--- config.mk ---
export PLATFORM = sky130hd
export DESIGN_NAME = fd_unit
export DESIGN_NICKNAME = d
export VERILOG_FILES = /design/src/rtl/fd_pkg.sv /design/src/rtl/fd_resolve.sv /design/src/rtl/fd_merge.sv /design/src/rtl/fd_step.sv /design/src/rtl/fd_unit.sv
export SDC_FILE = /design/constraint.sdc
export NUM_CORES = 1
export LEC_CHECK = 0
export ABC_AREA = 1
export BUFFER_PORTS_ARGS = -buffer_cell sky130_fd_sc_hd__buf_2
export CAP_MARGIN = 25
export CORE_ASPECT_RATIO = 2
export CORE_MARGIN = 1.5
export CORE_UTILIZATION = 50
export DETAILED_ROUTE_END_ITERATION = 10
export PLACE_DENSITY = 0.74
export SLEW_MARGIN = 10
export SYNTH_ARGS = -nofsm -noshare
export SYNTH_HDL_FRONTEND = slang
export SYNTH_SLANG_ARGS = --single-unit
--- constraint.sdc ---
create_clock -name clk -period 5.45 [get_ports clk]
set_input_delay 0.2725 -clock clk [delete_from_list [all_inputs] [get_ports clk]]
set_output_delay 0.2725 -clock clk [all_outputs]
set_load 0.05 [all_outputs]
--- src/rtl/fd_pkg.sv ---
package fd_pkg;
  localparam int WORD_W   = 24;
  localparam int LEN_W    = 5;
  localparam int OFF_W    = 5;
  localparam int ADDR_W   = 14;
  localparam int SENTINEL = (1 << LEN_W) - 1;
  localparam int CAT_W    = 2 * WORD_W;
  localparam int SH_W     = $clog2(CAT_W + 1);

  typedef struct packed {
    logic [LEN_W-1:0]  len;
    logic [OFF_W-1:0]  off;
    logic [ADDR_W-1:0] addr;
  } fd_desc_t;

  typedef enum logic [2:0] {
    ST_IDLE, ST_CHECK, ST_RD0, ST_RD1, ST_WR0, ST_WR1, ST_FIN, ST_DONE
  } fd_state_e;

  // Right-aligned mask of len ones.
  function automatic logic [WORD_W-1:0] len_mask(input logic [LEN_W-1:0] len);
    if (int'(len) >= WORD_W) return '1;
    return (WORD_W'(1) << len) - WORD_W'(1);
  endfunction

  // Bits between the field's last bit and the end of the two-word window.
  function automatic logic [SH_W-1:0] right_gap(input logic [OFF_W-1:0] off,
                                                input logic [LEN_W-1:0] len);
    return SH_W'(CAT_W - int'(off) - int'(len));
  endfunction
endpackage

--- src/rtl/fd_resolve.sv ---
module fd_resolve
  import fd_pkg::*;
(
  input  logic [WORD_W-1:0] desc_i,
  input  logic [WORD_W-1:0] index_i,
  input  logic [2:0]        op_i,
  output logic [LEN_W-1:0]  len_o,
  output logic [OFF_W-1:0]  off_o,
  output logic [ADDR_W-1:0] ea_o,
  output logic              is_store_o,
  output logic              is_adv_o,
  output logic              fault_o,
  output logic              straddle_o,
  output logic              len_zero_o
);
  fd_desc_t d, x;
  logic [1:0] mode;
  logic       is_idx, bad_op;
  logic [OFF_W:0] span;

  assign d = fd_desc_t'(desc_i);
  assign x = fd_desc_t'(index_i);

  always_comb begin
    mode       = op_i[2:1];
    is_store_o = op_i[0];
    is_idx     = (mode == 2'b01);
    is_adv_o   = (mode == 2'b10);
    bad_op     = (mode == 2'b11);
    len_o      = (d.len == LEN_W'(SENTINEL)) ? x.len : d.len;
    off_o      = (d.off == OFF_W'(SENTINEL)) ? x.off : d.off;
    ea_o       = d.addr + (is_idx ? x.addr : '0);
    fault_o    = bad_op || (off_o > OFF_W'(WORD_W - 1)) || (len_o > LEN_W'(WORD_W));
    span       = {1'b0, off_o} + {1'b0, len_o};
    straddle_o = (span > (OFF_W+1)'(WORD_W));
    len_zero_o = (len_o == '0);
  end
endmodule

--- src/rtl/fd_merge.sv ---
module fd_merge
  import fd_pkg::*;
(
  input  logic [WORD_W-1:0] w0_i,
  input  logic [WORD_W-1:0] w1_i,
  input  logic [WORD_W-1:0] acc_i,
  input  logic [LEN_W-1:0]  len_i,
  input  logic [OFF_W-1:0]  off_i,
  output logic [WORD_W-1:0] field_o,
  output logic [WORD_W-1:0] nw0_o,
  output logic [WORD_W-1:0] nw1_o
);
  logic [SH_W-1:0]   sh;
  logic [WORD_W-1:0] m;
  logic [CAT_W-1:0]  cat, fmask, placed, merged;

  always_comb begin
    sh      = right_gap(off_i, len_i);
    m       = len_mask(len_i);
    cat     = {w0_i, w1_i};
    fmask   = {{WORD_W{1'b0}}, m} << sh;
    placed  = {{WORD_W{1'b0}}, acc_i & m} << sh;
    merged  = (cat & ~fmask) | placed;
    field_o = WORD_W'(cat >> sh) & m;
  end

  assign nw0_o = merged[CAT_W-1:WORD_W];
  assign nw1_o = merged[WORD_W-1:0];
endmodule

--- src/rtl/fd_step.sv ---
module fd_step
  import fd_pkg::*;
(
  input  logic [OFF_W-1:0]  off_i,
  input  logic [LEN_W-1:0]  len_i,
  input  logic [ADDR_W-1:0] addr_i,
  input  logic [WORD_W-1:0] limit_i,
  output logic              hit_o,
  output logic [OFF_W-1:0]  noff_o,
  output logic [ADDR_W-1:0] naddr_o
);
  fd_desc_t lim;
  logic [OFF_W:0] sum;
  logic           wrap;

  assign lim = fd_desc_t'(limit_i);

  always_comb begin
    hit_o   = (off_i == lim.off) && (addr_i == lim.addr);
    sum     = {1'b0, off_i} + (OFF_W+1)'(len_i);
    wrap    = (sum > (OFF_W+1)'(WORD_W - 1));
    noff_o  = wrap ? OFF_W'(sum - (OFF_W+1)'(WORD_W)) : sum[OFF_W-1:0];
    naddr_o = addr_i + ADDR_W'(wrap);
  end
endmodule

--- src/rtl/fd_unit.sv ---
module fd_unit
  import fd_pkg::*;
(
  input  logic              clk,
  input  logic              rst_n,
  input  logic              start_i,
  input  logic [2:0]        op_i,
  input  logic [WORD_W-1:0] desc_i,
  input  logic [WORD_W-1:0] limit_i,
  input  logic [WORD_W-1:0] index_i,
  input  logic [WORD_W-1:0] acc_i,
  output logic              mem_req_o,
  output logic              mem_we_o,
  output logic [ADDR_W-1:0] mem_addr_o,
  output logic [WORD_W-1:0] mem_wdata_o,
  input  logic [WORD_W-1:0] mem_rdata_i,
  input  logic              mem_ack_i,
  output logic              busy_o,
  output logic              done_o,
  output logic [WORD_W-1:0] acc_o,
  output logic [WORD_W-1:0] desc_o,
  output logic              skip_o,
  output logic              fault_o
);
  fd_state_e         state;
  logic [2:0]        op_q;
  logic [WORD_W-1:0] desc_q, limit_q, index_q, acc_q, w0_q, w1_q;

  logic [LEN_W-1:0]  len_w;
  logic [OFF_W-1:0]  off_w, noff_w;
  logic [ADDR_W-1:0] ea_w, naddr_w;
  logic [WORD_W-1:0] field_w, nw0_w, nw1_w;
  logic              is_store_w, is_adv_w, fault_w, straddle_w, len_zero_w;
  logic              hit_w, limit_hit_w, proceed_w;
  fd_desc_t          dq, adv_desc;

  fd_resolve u_resolve (
    .desc_i(desc_q), .index_i(index_q), .op_i(op_q),
    .len_o(len_w), .off_o(off_w), .ea_o(ea_w),
    .is_store_o(is_store_w), .is_adv_o(is_adv_w), .fault_o(fault_w),
    .straddle_o(straddle_w), .len_zero_o(len_zero_w)
  );

  fd_step u_step (
    .off_i(off_w), .len_i(len_w), .addr_i(ea_w), .limit_i(limit_q),
    .hit_o(hit_w), .noff_o(noff_w), .naddr_o(naddr_w)
  );

  fd_merge u_merge (
    .w0_i(w0_q), .w1_i(w1_q), .acc_i(acc_q), .len_i(len_w), .off_i(off_w),
    .field_o(field_w), .nw0_o(nw0_w), .nw1_o(nw1_w)
  );

  // Named events used by the checker.
  assign limit_hit_w = is_adv_w && hit_w;
  assign proceed_w   = !fault_w && !limit_hit_w;
  assign dq          = fd_desc_t'(desc_q);

  always_comb begin
    adv_desc      = dq;
    adv_desc.off  = noff_w;
    adv_desc.addr = naddr_w;
  end

  always_ff @(posedge clk or negedge rst_n) begin
    if (!rst_n) begin
      state   <= ST_IDLE;
      op_q    <= '0;
      desc_q  <= '0;
      limit_q <= '0;
      index_q <= '0;
      acc_q   <= '0;
      w0_q    <= '0;
      w1_q    <= '0;
      acc_o   <= '0;
      desc_o  <= '0;
      skip_o  <= 1'b0;
      fault_o <= 1'b0;
    end else begin
      unique case (state)
        ST_IDLE: if (start_i) begin
          op_q    <= op_i;
          desc_q  <= desc_i;
          limit_q <= limit_i;
          index_q <= index_i;
          acc_q   <= acc_i;
          state   <= ST_CHECK;
        end
        ST_CHECK: state <= (!proceed_w || len_zero_w) ? ST_FIN : ST_RD0;
        ST_RD0: if (mem_ack_i) begin
          w0_q  <= mem_rdata_i;
          state <= straddle_w ? ST_RD1 : (is_store_w ? ST_WR0 : ST_FIN);
        end
        ST_RD1: if (mem_ack_i) begin
          w1_q  <= mem_rdata_i;
          state <= is_store_w ? ST_WR0 : ST_FIN;
        end
        ST_WR0: if (mem_ack_i) state <= straddle_w ? ST_WR1 : ST_FIN;
        ST_WR1: if (mem_ack_i) state <= ST_FIN;
        ST_FIN: begin
          fault_o <= fault_w;
          skip_o  <= proceed_w && is_adv_w;
          if (proceed_w && !is_store_w) acc_o <= len_zero_w ? '0 : field_w;
          else                          acc_o <= acc_q;
          desc_o  <= (proceed_w && is_adv_w) ? WORD_W'(adv_desc) : desc_q;
          state   <= ST_DONE;
        end
        ST_DONE: state <= ST_IDLE;
        default: state <= ST_IDLE;
      endcase
    end
  end

  always_comb begin
    mem_req_o   = 1'b0;
    mem_we_o    = 1'b0;
    mem_addr_o  = ea_w;
    mem_wdata_o = nw0_w;
    unique case (state)
      ST_RD0: mem_req_o = 1'b1;
      ST_RD1: begin mem_req_o = 1'b1; mem_addr_o = ea_w + ADDR_W'(1); end
      ST_WR0: begin mem_req_o = 1'b1; mem_we_o = 1'b1; end
      ST_WR1: begin
        mem_req_o   = 1'b1;
        mem_we_o    = 1'b1;
        mem_addr_o  = ea_w + ADDR_W'(1);
        mem_wdata_o = nw1_w;
      end
      default: ;
    endcase
  end

  assign busy_o = (state != ST_IDLE);
  assign done_o = (state == ST_DONE);
endmodule

==> results of run 1 <==
-- synth_stat cells, types with 5 or more instances --
cell type and instances:
a21oi_1 80, a31oi_1 5, buf_1 18, buf_2 42, clkbuf_1 105, dfrtp_1 195
ha_1 31, inv_1 253, inv_2 9, mux2_2 18, mux2i_1 31, nand2_1 971
nand2_2 14, nand3_1 355, nand3_2 11, nand4_1 22, nor2_1 121, nor2_2 5
nor2_4 6, nor3_1 21, nor4_1 8, o211ai_1 23, o21ai_0 339, o21ai_1 23
o21ai_2 5, xnor2_1 9, xor2_1 43
-- worst min-delay path: stages --
cell and delay, ns:
buf_2 0.07, nand2_1 0.04, o21ai_0 0.06
-- sequential cells by signal (all words and copies together), names as in the netlist --
| name | count |
|---|---|
| acc_o | 24 |
| acc_q | 24 |
| desc_o | 24 |
| desc_q | 24 |
| index_q | 24 |
| w0_q | 24 |
| w1_q | 24 |
| limit_q | 19 |
| op_q | 3 |
| state | 3 |
| fault_o | 1 |
| skip_o | 1 |
-- what timing repair did --
| item | in CTS | in global routing |
|---|---|---|
| hold endpoints to repair | 47 | 0 |
| setup endpoints to repair | 0 | 24 |
| hold buffers | 5 | 0 |
| gates resized for setup | 0 | 10 |
-- final cells by class --
| type | instances | share of cell area [%] |
|---|---|---|
| multi-input cells | 2194 | 55.5 |
| flip-flops and latches | 195 | 24.8 |
| repair buffers | 272 | 8.60 |
| inverters | 264 | 5.10 |
| well taps | 441 | 2.81 |
| clock buffers | 17 | 2.17 |
| clock inverters | 15 | 0.943 |
| diodes | 3 | 0.0382 |
-- through the flow --
| stage | utilization, % | worst slack [ns] |
|---|---|---|
| finish | 57.2 | 0.379 |
| global route | 57.2 | 0.0370 |
| CTS | 57.1 | 0.314 |
| detailed placement | 55.2 | 0.693 |
| global placement | 55.2 | 0.707 |
| floorplan | - | 1.21 |
-- cells by family (layout without fill, tap and decap cells) --
kind of cell,Yosys count,after routing,share of synthesized area (%)
simple gates,1550,1550,38.1
flops,195,195,28.0
mux,49,49,2.95
xor+xnor,55,55,2.90
other cells,0,3,0
fa+ha+maj,34,34,2.57
compound gates,506,506,15.7
buf+inv,433,568,9.75
-- final timing paths --
path,endpoint,slack (ns),from
hold reg to reg,desc_o[8]$_DFFE_PN0P_,0.49,desc_o[8]$_DFFE_PN0P_
hold / removal,acc_q[19]$_DFFE_PN0P_,0.02,acc_i[19]
max in group asynchronous,w1_q[20]$_DFFE_PN0P_,3.80,rst_n
min in group asynchronous,acc_q[13]$_DFFE_PN0P_,0.33,rst_n
setup reg to reg,desc_o[13]$_DFFE_PN0P_,0.78,desc_q[17]$_DFFE_PN0P_
setup / recovery,mem_addr_o[13],0.38,op_q[2]$_DFFE_PN0P_
-- cell usage in the layout, fill, tap and decap left out, drive strengths merged, types with 3 or more instances in the layout --
master	instances
o21bai	5
nand2	988
dfrtp	195
o21ai	367
a31oi	6
o211ai	24
nor4	8
nand4	23
nand3	368
nor3	21
inv	266
fa	3
a21oi	83
buf	266
clkinv	11
xnor2	11
dlygate4sd3	5
or2	5
diode	3
mux2	18
nor2	133
ha	31
mux2i	31
clkbuf	18
o22ai	3
xor2	44
-- layer usage --
layer	global-route usage, %	share of wire, %	wire [um]	vias to the layer above
met4	38.9	12	8550	2
met1	42.7	34	25100	9045
li1	-	-	-	9442
met3	8.51	6.8	5060	307
met5	0	0.018	13	-
met2	70.2	48	35400	980
==> out/metrics.csv, run 1 <==
stage,metric,value,unit
die,I/O pin cnt,219,
worst_setup_path,Critical path buffers and inverters,6,
route,total number of vias,19800,
route,via/cell ratio,5.81,
synth,Syn Area/Cell,6.17,sq um
worst_setup_path,Crit path depth,17,
cells_and_area,filler instances,3475,
grt,initial antenna violation count,2,
die,initial core utilization,50.7,%
die,core area,34400,sq um
placed_design,PortBufs,213,
synth,prevailing post-synth register cell,dfrtp_1,
worst_setup_path,CP cell instances,nor2_1 -> inv_1 -> nor2_1 -> ha_1 -> inv_1 -> fa_1 -> xnor2_1 -> buf_4 -> inv_1 -> nor4_1 -> nand2_1 -> nor3_1 -> nand4_1 -> nor3_1 -> xor2_1 -> inv_1 -> buf_2,
worst_setup_path,"Req. time, crit path",5.18,ns
run,maxcap violations,0,
timing,Worst-Margin Slew,1.07,ns
clock_tree,clk_lat worst skew,0.46,ns
timing,Tmin final,5.07,ns
timing,f_max,0.197,GHz
synth,Syn Nets,2983,
route,Routed WL,74200,um
timing,total negative slack,0,ns
die,Die ar.,36000,sq um
synth,register area share after synthesis,28.0,%
worst_setup_path,Critical Path AT,4.80,ns
placed_design,DP HPWL,57100,um
cells_and_area,design area,19600,sq um
grt,aggregate global-route resource usage,41.7,%
synth,Yosys top cell area share,28.0,%
clock_tree,TritonCTS clock tree,built,
timing,Pins Over Slew Limit,0,
timing,endpoints failing setup,0,
timing,Worst Skew,0.0188,ns
placed_design,area of placed instances,19000,sq um
worst_setup_path,crit path max fanout,5,
timing,unrepaired setup endpoints after global routing,no,
clock_tree,H-tree depth,4,
cells_and_area,Layout area overhead,12.8,%
cells_and_area,final non-filler cell total,3401,
worst_setup_path,CP max stage delay,0.55,ns
grt,first-pass GRT wire length,112000,um
clock_tree,Clock transition at path regs,0.08,ns
route,Residual DRC,0,
synth,"EDFF count, synth",0,
cells_and_area,NumNets Final,3105,
worst_setup_path,"most used cell, CP",inv_1,
placed_design,DP Cell Count,3361,
min_path,Worst Hold Class,input port to flip-flop,
cells_and_area,multi-input logic area,10900,sq um
timing,Rel. slew slack,29.0,%
route,post-route ant nets,0,
die,Die H,267,um
synth,Synth Warn #,0,
route,1st-iter DRT viols,1578,
clock_tree,clock sinks,195,
outcome,outcome,"finished, final reports clean",
synth,"area leader, netlist",dfrtp_1,
synth,Post-synth ARST share,100,%
worst_setup_path,Reg2Reg Depth,24,
worst_setup_path,"Slowest-stage cell, CP",nor3_1,
timing,Hold Slack,0.0231,ns
route,Pre-antenna DRT Iters,6,
grt,largest net degree at the start of global routing,153,
grt,GR Overflow Total,0,
grt,vias in the first global route,19200,
clock_tree,postcts setup bufs,0,
worst_setup_path,startpoint types,flip-flop,
synth,"FF+latch count, synth",195,
synth,Post-Syn Area,17400,sq um
route,wire per inst,21.8,um
synth,synth unique cells,63,
placed_design,GP Congestion,1.04,
cells_and_area,sequential cell area,4880,sq um
die,Die Wd,135,um
cells_and_area,share of cells above drive strength 1,13.5,%
clock_tree,TritonCTS Buffers,17,
synth,"top cells by area, synth","dfrtp_1, nand2_1, nand3_1, o21ai_0, inv_1",
die,row count,96,
worst_setup_path,"CP delay by family, top",simple AND/OR/NAND/NOR gates,
timing,crit share post-route,93.0,%
clock_tree,maximum clock path buffer count,2,
timing,final hold violations,0,
min_path,WHS Path Cells,3,
clock_tree,Clock Root Buffer,clkbuf_16,
worst_setup_path,CP Capture Type,output port,
synth,Cells after Synth,2822,
worst_setup_path,path type of the worst setup path,flip-flop to output port,
Power of run 1 is not shown: default switching activity piles up to over one toggle a cycle in this logic, so the estimate is an artifact.
==> run 2: changes to the inputs <==
Settings changed: SYNTH_HIERARCHICAL from default to 1.
==> out/metrics.csv, run 2 <==
stage,metric,value,unit,change
route,total number of vias,20300,,"was 19,800"
worst_setup_path,Critical Path AT,4.95,ns,was 4.80 ns
placed_design,DP HPWL,61700,um,"was 57,100 um"
timing,final hold violations,0,,unchanged
clock_tree,clock sinks,195,,unchanged
cells_and_area,NumNets Final,3100,,"was 3,105"
route,via/cell ratio,5.97,,was 5.81
cells_and_area,Layout area overhead,11.2,%,was 12.8%
run,maxcap violations,0,,unchanged
worst_setup_path,path type of the worst setup path,flip-flop to output port,,unchanged
timing,Hold Slack,0.0186,ns,was 0.0231 ns
grt,GR Overflow Total,0,,unchanged
grt,vias in the first global route,19400,,"was 19,200"
placed_design,GP Congestion,1.00,,was 1.04
min_path,Worst Hold Class,input port to flip-flop,,unchanged
synth,Cells after Synth,2814,,"was 2,822"
worst_setup_path,crit path max fanout,10,,was 5
clock_tree,Clock Root Buffer,clkbuf_16,,unchanged
timing,Pins Over Slew Limit,0,,unchanged
clock_tree,maximum clock path buffer count,2,,unchanged
worst_setup_path,CP Capture Type,output port,,unchanged
cells_and_area,filler instances,3584,,"was 3,475"
worst_setup_path,startpoint types,flip-flop,,unchanged
worst_setup_path,"Req. time, crit path",5.18,ns,about the same
cells_and_area,"most common cell after layout, fill and taps aside",nand2_1,,unchanged
route,Pre-antenna DRT Iters,6,,unchanged
placed_design,PortBufs,213,,unchanged
timing,total negative slack,0,ns,unchanged
outcome,outcome,"finished, final reports clean",,unchanged
die,core area,36300,sq um,"was 34,400 sq um"
die,Die H,274,um,was 267 um
grt,initial antenna violation count,1,,was 2
synth,Post-Syn Area,18300,sq um,"was 17,400 sq um"
placed_design,DP Worst Slack,0.821,ns,was 0.693 ns
synth,Synth Warn #,6,,was 0
timing,f_max,0.191,GHz,was 0.197 GHz
timing,Rel. slew slack,35.8,%,was 29.0%
clock_tree,H-tree depth,4,,unchanged
route,Residual DRC,0,,unchanged
grt,first-pass GRT wire length,116000,um,"was 112,000 um"
die,row count,99,,was 96
synth,Syn Nets,2980,,"was 2,983"
timing,endpoints failing setup,0,,unchanged
route,wire per inst,23.1,um,was 21.8 um
timing,unrepaired setup endpoints after global routing,no,,unchanged
timing,Worst-Margin Slew,0.962,ns,was 1.07 ns
route,1st-iter DRT viols,1821,,"was 1,578"
clock_tree,TritonCTS clock tree,built,,unchanged
route,Routed WL,78500,um,"was 74,200 um"
die,Die ar.,37900,sq um,"was 36,000 sq um"
clock_tree,TritonCTS Buffers,17,,unchanged
timing,crit share post-route,95.8,%,was 93.0%
grt,largest net degree at the start of global routing,153,,unchanged
cells_and_area,share of cells above drive strength 1,17.1,%,was 13.5%
timing,Tmin final,5.22,ns,was 5.07 ns
placed_design,area of placed instances,19700,sq um,"was 19,000 sq um"
cells_and_area,design area,20400,sq um,"was 19,600 sq um"
cells_and_area,most frequent cells in the layout,"nand2_1, nand3_1, o21ai_0",,unchanged
die,initial core utilization,50.5,%,was 50.7%
route,post-route ant nets,0,,unchanged
timing,Worst Skew,0.0198,ns,was 0.0188 ns
die,Die Wd,138,um,was 135 um
synth,Syn Area/Cell,6.51,sq um,was 6.17 sq um
clock_tree,clk_lat worst skew,0.48,ns,was 0.46 ns
clock_tree,Clock transition at path regs,0.10,ns,was 0.08 ns
timing,PnR worst setup slack,0.227,ns,was 0.379 ns
die,I/O pin cnt,219,,unchanged
grt,aggregate global-route resource usage,40.9,%,was 41.7%
==> run 2: cell count changes in the layout (fill, tap and decap cells not counted), sizes merged, moves of 9 or more <==
cell / delta
nand3: +22
xor2: -16
o21ai: -78
nor2: +24
nand2: -64
mux2i: -12
a2bb2oi: +24
mux2: +53
xnor2: +14
a21oi: +48
a22oi: +9
inv: -27
==> run 2: routing by layer <==
metal,track usage (%),vias up,wire length (um)
li1,-,9590,-
met1,39.6,9375,25500
met2,71.2,990,38200
met3,6.63,346,4840
met4,42.9,2,9950
met5,0,-,8
==> run 2: worst paths after layout <==
check	from	to	slack [ns]	cells after the start
setup reg to reg	op_q[1]$_DFFE_PN0P_	acc_o[0]$_DFFE_PN0P_	0.69	22
hold / removal	index_i[10]	index_q[10]$_DFFE_PN0P_	0.02	2
setup / recovery	desc_q[21]$_DFFE_PN0P_	mem_wdata_o[20]	0.23	26
hold reg to reg	desc_o[22]$_DFFE_PN0P_	desc_o[22]$_DFFE_PN0P_	0.48	2
max in group asynchronous	rst_n	w0_q[3]$_DFFE_PN0P_	3.90	3
min in group asynchronous	rst_n	desc_o[19]$_DFFE_PN0P_	0.37	2
==> run 2: timing repair <==
item / 4_1_cts / 5_1_grt
gates resized for setup: 0 / 1
hold buffers: 1 / 0
endpoints found under the setup margin: 0 / 7
endpoints found under the hold margin: 43 / 0
setup buffers: 0 / 2
==> run 2: layout make-up <==
type                            instances  area (sq um)  share of cell area, %
Tap cell                              454           568                   2.79
Clock inverter                         15           239                   1.17
Sequential cell                       195          4880                   24.0
Antenna cell                            1          2.50                 0.0123
Clock buffer                           17           425                   2.09
Multi-Input combinational cell       2223         11800                   57.7
Inverter                              227           852                   4.18
Timing Repair Buffer                  270          1650                   8.10
==> run 2: worst max-delay path, stage by stage, from the launching register on <==
cell     delay, ns
dfrtp_1       0.39
nand2_1       0.10
nor2_4        0.12
nand2_1       0.09
o21ai_0       0.31
inv_2         0.19
nor2_4        0.21
nand2_2       0.13
nor2_1        0.20
inv_1         0.16
ha_1          0.32
inv_1         0.20
nor2_4        0.07
nand3_1       0.06
nand2_1       0.06
nand2_1       0.29
nand3_1       0.19
nand3_1       0.31
nand3_1       0.14
nand3_1       0.17
nand3_1       0.12
nand2_1       0.10
nand2_1       0.05
nand2_1       0.06
nand2_1       0.05
nand2_1       0.08
buf_2         0.28
==> run 2: through the flow <==
stage	std cells	utilization, %
finish	3402	56.1
global placement	3366	54.2
detailed placement	3366	54.2
floorplan	2814	-
global route	3401	56.1
CTS	3399	56.1
Power of run 2 is left out for the same reason.
